### config.mk
export PLATFORM = sky130hd
export DESIGN_NAME = trig_delay_gen
export DESIGN_NICKNAME = d
export VERILOG_FILES = /design/src/rtl/trig_delay_pkg.sv /design/src/rtl/trig_sync_edge.sv /design/src/rtl/trig_divider.sv /design/src/rtl/seg_delay_counter.sv /design/src/rtl/trig_delay_gen.sv
export SDC_FILE = /design/constraint.sdc
export NUM_CORES = 1
export LEC_CHECK = 0
export ABC_AREA = 1
export BUFFER_PORTS_ARGS = -buffer_cell sky130_fd_sc_hd__buf_4
export CAP_MARGIN = 20
export CORE_UTILIZATION = 41
export CTS_BUF_LIST = sky130_fd_sc_hd__clkbuf_16
export CTS_CLUSTER_DIAMETER = 120
export DETAILED_ROUTE_END_ITERATION = 8
export GPL_ROUTABILITY_DRIVEN = 1
export PLACE_DENSITY = 0.68
export SETUP_SLACK_MARGIN = 0.02
export SLEW_MARGIN = 25
export SYNTH_ARGS = -nofsm -noshare
export SYNTH_HDL_FRONTEND = slang
export SYNTH_HIERARCHICAL = 1
export SYNTH_SLANG_ARGS = --single-unit
### constraint.sdc
create_clock -name clk -period 2.45 [get_ports clk]
set_input_delay 0.49 -clock clk [delete_from_list [all_inputs] [get_ports clk]]
set_output_delay 0.49 -clock clk [all_outputs]
set_load 0.01 [all_outputs]
### src/rtl/trig_delay_pkg.sv
// Shared types for the triggered coarse delay generator.
package trig_delay_pkg;
    // Control states: waiting, counting the coarse delay, driving the pulse.
    typedef enum logic [1:0] {
        ST_IDLE  = 2'd0,
        ST_COUNT = 2'd1,
        ST_PULSE = 2'd2
    } dly_state_e;
endpackage

### src/rtl/trig_sync_edge.sv
// Synchronizes an asynchronous level into clk and flags its rising edges.
// Assumes the input stays high and stays low for at least two clock cycles each.
// Latency: STAGES cycles to the flag.
module trig_sync_edge #(
    parameter int STAGES = 2
) (
    input  logic clk,
    input  logic rst_n,
    input  logic async_i,
    output logic rise_o
);
    logic [STAGES:0] sh_q;

    // Shift the raw input through the synchronizer chain plus one history bit.
    always_ff @(posedge clk) begin
        if (!rst_n) sh_q <= '0;
        else        sh_q <= {sh_q[STAGES-1:0], async_i};
    end

    assign rise_o = sh_q[STAGES-1] & ~sh_q[STAGES];
endmodule

### src/rtl/trig_divider.sv
// Selects every ratio_i-th enabled trigger edge.
// Assumes ratio_i >= 1. The count advances on every enabled edge, busy or not.
module trig_divider #(
    parameter int DIV_W = 14
) (
    input  logic             clk,
    input  logic             rst_n,
    input  logic             edge_i,
    input  logic             en_i,
    input  logic [DIV_W-1:0] ratio_i,
    output logic             sel_o
);
    logic [DIV_W-1:0] cnt_q;
    logic             last;

    assign last  = (cnt_q >= ratio_i - DIV_W'(1));
    assign sel_o = edge_i & en_i & last;

    // Count enabled edges and wrap on the selected one.
    always_ff @(posedge clk) begin
        if (!rst_n)              cnt_q <= '0;
        else if (edge_i && en_i) cnt_q <= last ? '0 : cnt_q + DIV_W'(1);
    end
endmodule

### src/rtl/seg_delay_counter.sv
// Binary up-counter built from NUM_SEG segments of SEG_W bits.
// The carry into each upper segment is registered one cycle ahead, so the
// combined value is an exact binary count every cycle.
// clr_i has priority over inc_i.
module seg_delay_counter #(
    parameter int SEG_W   = 5,
    parameter int NUM_SEG = 3
) (
    input  logic                     clk,
    input  logic                     rst_n,
    input  logic                     clr_i,
    input  logic                     inc_i,
    output logic [SEG_W*NUM_SEG-1:0] count_o
);
    localparam int CNT_W = SEG_W * NUM_SEG;
    localparam logic [SEG_W-1:0] SEG_TOP = {SEG_W{1'b1}};

    logic [CNT_W-1:0]   cnt_flat;
    logic [NUM_SEG-1:0] mid_full;   // segments 1..i-1 all at top value
    logic               low_near;   // lowest segment one below its top value

    assign low_near = (cnt_flat[SEG_W-1:0] == SEG_TOP - SEG_W'(1));
    assign count_o  = cnt_flat;

    for (genvar i = 0; i < NUM_SEG; i++) begin : g_seg
        logic [SEG_W-1:0] q;
        assign cnt_flat[i*SEG_W +: SEG_W] = q;

        if (i == 0) begin : g_low
            assign mid_full[i] = 1'b1;
            // Lowest segment steps on every enabled cycle.
            always_ff @(posedge clk) begin
                if (!rst_n || clr_i) q <= '0;
                else if (inc_i)      q <= q + SEG_W'(1);
            end
        end else begin : g_up
            logic c_q;
            if (i == 1) begin : g_first
                assign mid_full[i] = 1'b1;
            end else begin : g_chain
                assign mid_full[i] = mid_full[i-1] & (cnt_flat[(i-1)*SEG_W +: SEG_W] == SEG_TOP);
            end
            // Carry is registered one cycle before the lower segments wrap.
            always_ff @(posedge clk) begin
                if (!rst_n || clr_i) c_q <= 1'b0;
                else                 c_q <= inc_i & low_near & mid_full[i];
            end
            // Upper segment steps when its registered carry arrives.
            always_ff @(posedge clk) begin
                if (!rst_n || clr_i)  q <= '0;
                else if (inc_i && c_q) q <= q + SEG_W'(1);
            end
        end
    end
endmodule

### src/rtl/trig_delay_gen.sv
// Triggered coarse delay generator: synchronize, divide, count, pulse.
// Assumes trig_in is asynchronous with high and low phases of two or more cycles.
// Settings are captured only while idle; selected triggers are dropped when busy.
module trig_delay_gen
    import trig_delay_pkg::*;
#(
    parameter int SEG_W       = 5,
    parameter int NUM_SEG     = 3,
    parameter int MAX_DELAY   = 10000,
    parameter int DIV_W       = 14,
    parameter int PW_W        = 8,
    parameter int SYNC_STAGES = 2
) (
    input  logic                     clk,
    input  logic                     rst_n,
    input  logic                     trig_in,
    input  logic                     trig_en,
    input  logic [SEG_W*NUM_SEG-1:0] delay_cfg,
    input  logic [DIV_W-1:0]         div_cfg,
    input  logic [PW_W-1:0]          width_cfg,
    output logic                     fine_en,
    output logic                     delay_out
);
    localparam int CNT_W = SEG_W * NUM_SEG;
    localparam logic [CNT_W-1:0] MAX_C = CNT_W'(MAX_DELAY);

    dly_state_e       st_q;
    logic             acc;
    logic             sel;
    logic             fire;
    logic [CNT_W-1:0] cnt;
    logic [CNT_W-1:0] d_lat, d_next;
    logic [PW_W-1:0]  w_lat, w_next, wcnt_q;
    logic [DIV_W-1:0] r_lat, r_next;
    logic             out_q, fen_q;

    trig_sync_edge #(.STAGES(SYNC_STAGES)) u_sync (
        .clk(clk), .rst_n(rst_n), .async_i(trig_in), .rise_o(acc)
    );

    trig_divider #(.DIV_W(DIV_W)) u_div (
        .clk(clk), .rst_n(rst_n), .edge_i(acc), .en_i(trig_en),
        .ratio_i(r_lat), .sel_o(sel)
    );

    seg_delay_counter #(.SEG_W(SEG_W), .NUM_SEG(NUM_SEG)) u_cnt (
        .clk(clk), .rst_n(rst_n), .clr_i(st_q == ST_IDLE),
        .inc_i(st_q == ST_COUNT), .count_o(cnt)
    );

    assign fire = sel && (st_q == ST_IDLE);

    // Clamp the requested settings to their legal ranges.
    always_comb begin
        if (delay_cfg == '0)       d_next = CNT_W'(1);
        else if (delay_cfg > MAX_C) d_next = MAX_C;
        else                        d_next = delay_cfg;
        w_next = (width_cfg == '0) ? PW_W'(1) : width_cfg;
        r_next = (div_cfg == '0) ? DIV_W'(1) : div_cfg;
    end

    // Capture the settings only while idle.
    always_ff @(posedge clk) begin
        if (!rst_n) begin
            d_lat <= CNT_W'(1);
            w_lat <= PW_W'(1);
            r_lat <= DIV_W'(1);
        end else if (st_q == ST_IDLE) begin
            d_lat <= d_next;
            w_lat <= w_next;
            r_lat <= r_next;
        end
    end

    // Sequence: arm on a selected trigger, count the delay, then hold the pulse.
    always_ff @(posedge clk) begin
        if (!rst_n) begin
            st_q   <= ST_IDLE;
            wcnt_q <= '0;
            out_q  <= 1'b0;
            fen_q  <= 1'b0;
        end else begin
            case (st_q)
                ST_IDLE: begin
                    if (fire) st_q <= ST_COUNT;
                end
                ST_COUNT: begin
                    if (cnt == d_lat - CNT_W'(1)) begin
                        st_q   <= ST_PULSE;
                        wcnt_q <= '0;
                        out_q  <= 1'b1;
                        fen_q  <= 1'b1;
                    end
                end
                ST_PULSE: begin
                    if (wcnt_q == w_lat - PW_W'(1)) begin
                        st_q  <= ST_IDLE;
                        out_q <= 1'b0;
                        fen_q <= 1'b0;
                    end else begin
                        wcnt_q <= wcnt_q + PW_W'(1);
                    end
                end
                default: st_q <= ST_IDLE;
            endcase
        end
    end

    assign delay_out = out_q;
    assign fine_en   = fen_q;
endmodule

Word level (Yosys, flattened, before mapping)
Index checks and enable logic that the tools add are counted.
- bits in registers: 82
- output and inout bits: 2
- input bits: 41
- word-level logic and storage cells: 68
- equality and inequality tests: 10
- order comparisons: 2
- bitwise logic cells: 6
- reductions and logical operators: 14
- add/sub/neg operators: 8
- multiplexer cells: 15
- operators by type and width (cell ; number):
    15-bit 2-to-1 mux ; 2
    14-bit 2-to-1 mux ; 2
    8-bit 2-to-1 mux ; 3
    8-bit case mux with 2 select lines ; 1
    5-bit by 1-bit adder with 5-bit output, second input constant ; 3
    15-bit equality test ; 1
    15-bit by 14-bit > comparator with 1-bit output, second input constant ; 1
    15-bit logical NOT ; 1
    15-bit by 1-bit subtractor with 15-bit output, second input constant ; 1
    14-bit by 1-bit adder with 14-bit output, second input constant ; 1
    14-bit greater-or-equal comparator ; 1
    14-bit logical NOT ; 1
    14-bit by 1-bit subtractor with 14-bit output, second input constant ; 1
    5-bit equality test, second input constant ; 2
    3-bit AND reduction ; 3
    8-bit by 1-bit adder with 8-bit output, second input constant ; 1
    8-bit equality test ; 1
    8-bit logical NOT ; 1
    2-bit inequality test, second input constant ; 4
    8-bit by 1-bit subtractor with 8-bit output, second input constant ; 1
    2-bit 2-to-1 mux ; 3
    2-bit case mux with 3 select lines ; 1
    1-bit AND ; 5
    1-bit logical AND ; 4
    9 further kinds ; 10

Longest topological paths before layout
- depth in word-level cells: 7
- mapped depth: 21

By module
The synthesis kept the hierarchy.
- modules (own cells, without submodules) (module ; cells an instance ; area each (µm²) ; times used):
    trig_delay_gen ; 477 ; 2992.9 ; 1
    trig_divider ; 198 ; 1305.0 ; 1
    seg_delay_counter ; 103 ; 804.5 ; 1
    trig_sync_edge ; 11 ; 92.6 ; 1

Worst setup path before layout
No wires, ideal clock.
- path kind: flip-flop to flip-flop
- start point: reg r_lat[0]
- end point: reg u_div.cnt_q[3]
- library setup time: 0.116 ns
- buffers on the path: 1
- data required time: 2.334 ns
- arrival time: 2.135 ns
- setup slack: 0.199 ns
- stages on the path, launching flop included: 21
- cell sequence: dfxtp_1 -> inv_1 -> ha_1 -> nand2_1 -> nor2_1 -> nand2_1 -> nor2_2 -> nand2_1 -> nor2_1 -> xnor2_1 -> ha_1 -> nand2_1 -> nor2_1 -> nand2_1 -> nor2_1 -> nand2_1 -> nand3_1 -> nand2_1 -> nand2_2 -> buf_6 -> nor2_1
- longest elaborated chain between the ends: 3
- RTL lines (what ; RTL line ; text):
    start: declaration ; trig_delay_gen.sv:34 ; logic [DIV_W-1:0] r_lat, r_next;
    start signal: assignment ; trig_delay_gen.sv:71 ; r_lat <= r_next;
    14-bit by 1-bit subtractor with 14-bit output ; trig_divider.sv:16 ; assign last = (cnt_q >= ratio_i - DIV_W'(1));
    14-bit greater-or-equal comparator ; trig_divider.sv:16 ;
    14-bit 2-to-1 mux ; trig_divider.sv:22 ; else if (edge_i && en_i) cnt_q <= last ? '0 : cnt_q + DIV_W'(1);
    end signal: assignment ; trig_divider.sv:22 ;
    end: declaration ; trig_divider.sv:13 ; logic [DIV_W-1:0] cnt_q;
No other way between the ends.
A chain may end at the register's enable or synchronous reset.

Worst setup path after layout
- start point: reg r_lat[1]
- end point: reg u_div.cnt_q[9]
The elaborated chain is that of the path after synthesis.

==> impl_results.md <==
- Detail Route Antenna Nets: 0
- Total power: 3245 uW
- Clock Tree Buf Depth: 2
- Drt initial violations: 205
- ANT cells: 0
- First-pass iteration count of the detailed router: 5
- CP top delay family: simple AND/OR/NAND/NOR gates
- Critical-path top delay cell: dfxtp_2
- Layout cells sized above 1: 17.53%
- Critical Path End: u_div/cnt_q[9]$_SDFFE_PN0P_
- Hold slack: 0.3292 ns
- Via count: 4784
- Setup crit end kind: flop
- CP peak stage delay: 0.32 ns
- Worst hold path type: input pin to flop
- RSZ-0062 raised after global routing: yes
- Worst path required time: 2.68 ns
- Static Leak: 0.002816 uW
- Port Buffers: 42
- WP buf/inv: 2
- Final Cycle Share: 94.47%
- CTS sink cnt: 82
- Post-synthesis cell count: 789
- Mean Syn Cell Area: 6.584 um^2
- Top post-synthesis cells by area: dfxtp_1, nand2_1, nor2_1, inv_1, ha_1
- Via density per instance: 4.699
- Io pins: 43
- Antenna violations before repair: 0
- GRT overflow: 0
- CP cell instances: inv_2 > nand2_2 > nor3_2 > nand2_1 > nor2_2 > nand2_2 > xnor2_2 > inv_1 > ha_1 > nand2_2 > nor2_2 > nand2_1 > nor2_1 > nand2_1 > nand3_2 > nand2_4 > nand2_4 > nor2_1
- Core area: 12160 um^2
- Rel. slew slack: 46.19%
- R2R depth: 18
- Primary FF master, synth: dfxtp_1
- Final wirelength: 11790 um
- First-pass GRT wire length: 19720 um
- Worst setup margin: 0.1356 ns
- Final non-filler cell total: 1018
- Placed cell areas: 5697 um^2
- Nets: 910
- Setup Slack @ Placement: -0.02531 ns
- Number of global-route vias before repair: 4301
- Max_cap viols: 0
- Critical Path AT: 2.54 ns
- Kind of critical path: flop to flop
- Clock Latency Late Sink: 0.34 ns
- Reg2reg setup slack: 0.14 ns
- Area Growth Syn to Fin: 19.17%
- Hold Fails Final Rpt: 0
- Row cnt: 40
- Cts bufs inserted: 9
- Post-synthesis sequential area ratio: 31.60%
- FFs w/ async S/R, synth: 0%
- Pins Over Slew Limit: 0
- Starting Density: 42.72%
- R2R Path End: u_div/cnt_q[9]$_SDFFE_PN0P_
- F_max: 432.1 MHz
- Yosys warnings: 6
- Reg-to-Reg Start: r_lat[1]$_SDFFE_PN0P_
- Power Density: 524.2 nW/um^2
- Register bit total from synthesis: 82
- Die span in y: 114.6 um
- Outcome: completed
- Clock Root Buffer: clkbuf_16
- Syn Nets: 854
- CTS tree: built
- Minimum clock period: 2.314 ns
- Worst path depth: 18
- H-tree levels: 3
- Routability cong.: 0.8650
- Hold buffers post-CTS: 0
- Worst VDD drop: 0.3631 mV
- Cell area after layout: 6191 um^2
- DRC viols: 0
- Synth unique cells: 37
- # setup viols final: 0
- Die width: 114.6 um
- Post-synth EDFFs: 0
- Max Clock Skew: 0.005529 ns
- Top cell type's share of synthesized area: 31.60%
- Critical path peak fanout: 12
- Largest net degree at the start of global routing: 31
- DIE AREA: 13130 um^2
- CP Launch Point: r_lat[1]$_SDFFE_PN0P_
- Routed WL per cell: 11.58 um
- Mapped Area: 5195 um^2
- Cells after DPL: 991
- Total GRT Usage: 19.16%
- DPL Wire Length: 8737 um
- Clock Pin Slew Worst Setup and Hold Paths: 0.06 ns
- CP Launch Type: flop
- Worst Max-Slew Pin Slew: 0.8062 ns
- Area leader, netlist: dfxtp_1
[kinds of logic (layout without fill, tap and decap cells)]
kind of cell / after synthesis / after routing / share of synthesized area, %
buf+inv: 121 / 182 / 9.249
simple gates: 436 / 436 / 37.50
fa+ha+maj: 24 / 24 / 5.780
flops: 82 / 82 / 31.60
xor+xnor: 40 / 40 / 6.888
compound gates: 86 / 86 / 8.984
[synth_stat cells, types with 2 or more instances]
master and instances:
nand2_1 178, nor2_1 129, inv_1 102, dfxtp_1 82, nand3_1 58, a21oi_1 41, o21ai_0 33, ha_1 24
xor2_1 23, xnor2_1 16, nor3_1 13, clkbuf_1 12, nand2_2 11, nor2_2 11, nand4_1 8, nor2_4 6
nand3_2 5, nor4_1 4, a211oi_1 3, buf_6 3, inv_2 3, nand3b_1 3, o21ai_1 3, and2_1 2
nand2_4 2, nor3b_1 2, o21bai_1 2
[per-stage QoR]
step	setup TNS [ns]	utilization [%]
3_3_place_gp	0	46.84
6_report	0	50.91
5_1_grt	-0.4449	50.91
2_1_floorplan	0	-
4_1_cts	0	49.88
3_5_place_dp	-0.1807	46.84
[routing by layer]
layer,share of wire [%],up-vias,track usage (%)
met2,44,77,30.75
met5,0,-,0
met3,4.1,13,5.082
met1,50,2095,25.40
met4,1.7,0,5.022
li1,-,2599,-
[tightest hold or removal path, stage by stage]
cell	delay [ns]
buf_4	0.08
nand2_1	0.04
inv_1	0.04
[worst min-delay path by stage]
| stage | start | to | slack [ns] | cells after the start |
|---|---|---|---|---|
| floorplan | u_sync/sh_q[0]$_SDFF_PN0_ | u_sync/sh_q[1]$_SDFF_PN0_ | 0.39 | 2 |
| global placement | u_sync/sh_q[0]$_SDFF_PN0_ | u_sync/sh_q[1]$_SDFF_PN0_ | 0.40 | 2 |
| detailed placement | u_sync/sh_q[0]$_SDFF_PN0_ | u_sync/sh_q[1]$_SDFF_PN0_ | 0.40 | 2 |
| CTS | trig_in | u_sync/sh_q[0]$_SDFF_PN0_ | 0.32 | 3 |
| global route | trig_in | u_sync/sh_q[0]$_SDFF_PN0_ | 0.34 | 3 |
| finish | trig_in | u_sync/sh_q[0]$_SDFF_PN0_ | 0.33 | 3 |
[cells in the final DEF, fill, tap and decap left out, types with 6 or more instances in the layout]
master       n
nand2_1    169
nor2_1     120
inv_1       99
dfxtp_1     78
buf_4       61
nand3_1     57
a21oi_1     40
o21ai_0     32
xor2_1      23
ha_1        23
nand2_2     18
nor2_2      18
xnor2_1     15
nor3_1      12
clkbuf_16    9
nand4_1      8
nor2_4       8
inv_2        7
nand3_2      6
[layout make-up]
| type | instances | area, um^2 |
|---|---|---|
| fill | 1181 | 5971 |
| multi-input combinational | 586 | 3172 |
| sequential | 82 | 1647 |
| timing repair buffer | 61 | 457.9 |
| inverter | 105 | 394.1 |
| clock buffer | 9 | 225.2 |
| tap | 168 | 210.2 |
| clock inverter | 7 | 85.08 |
[timing repair]
item,CTS,global route
pin swaps,9,13
gates resized for setup,8,28
setup buffers,6,5
hold endpoints to repair,0,0
endpoints found under the setup margin,13,19
[flip-flops by register name, summed over array words and instances (netlist names)]
register and count:
fine_en 1, st_q 2, r_lat 14, wcnt_q 8, d_lat 15, u_cnt/g_seg.q 15
u_cnt/g_seg.g_up.c_q 2, u_div/cnt_q 14, u_sync/sh_q 3, w_lat 8
[power breakdown]
group,internal (uW),switching [uW]
sequential,1370,38.9
clock,881,534
combinational,178,242
total,2430,815
Power figures use the tool's default switching activity.
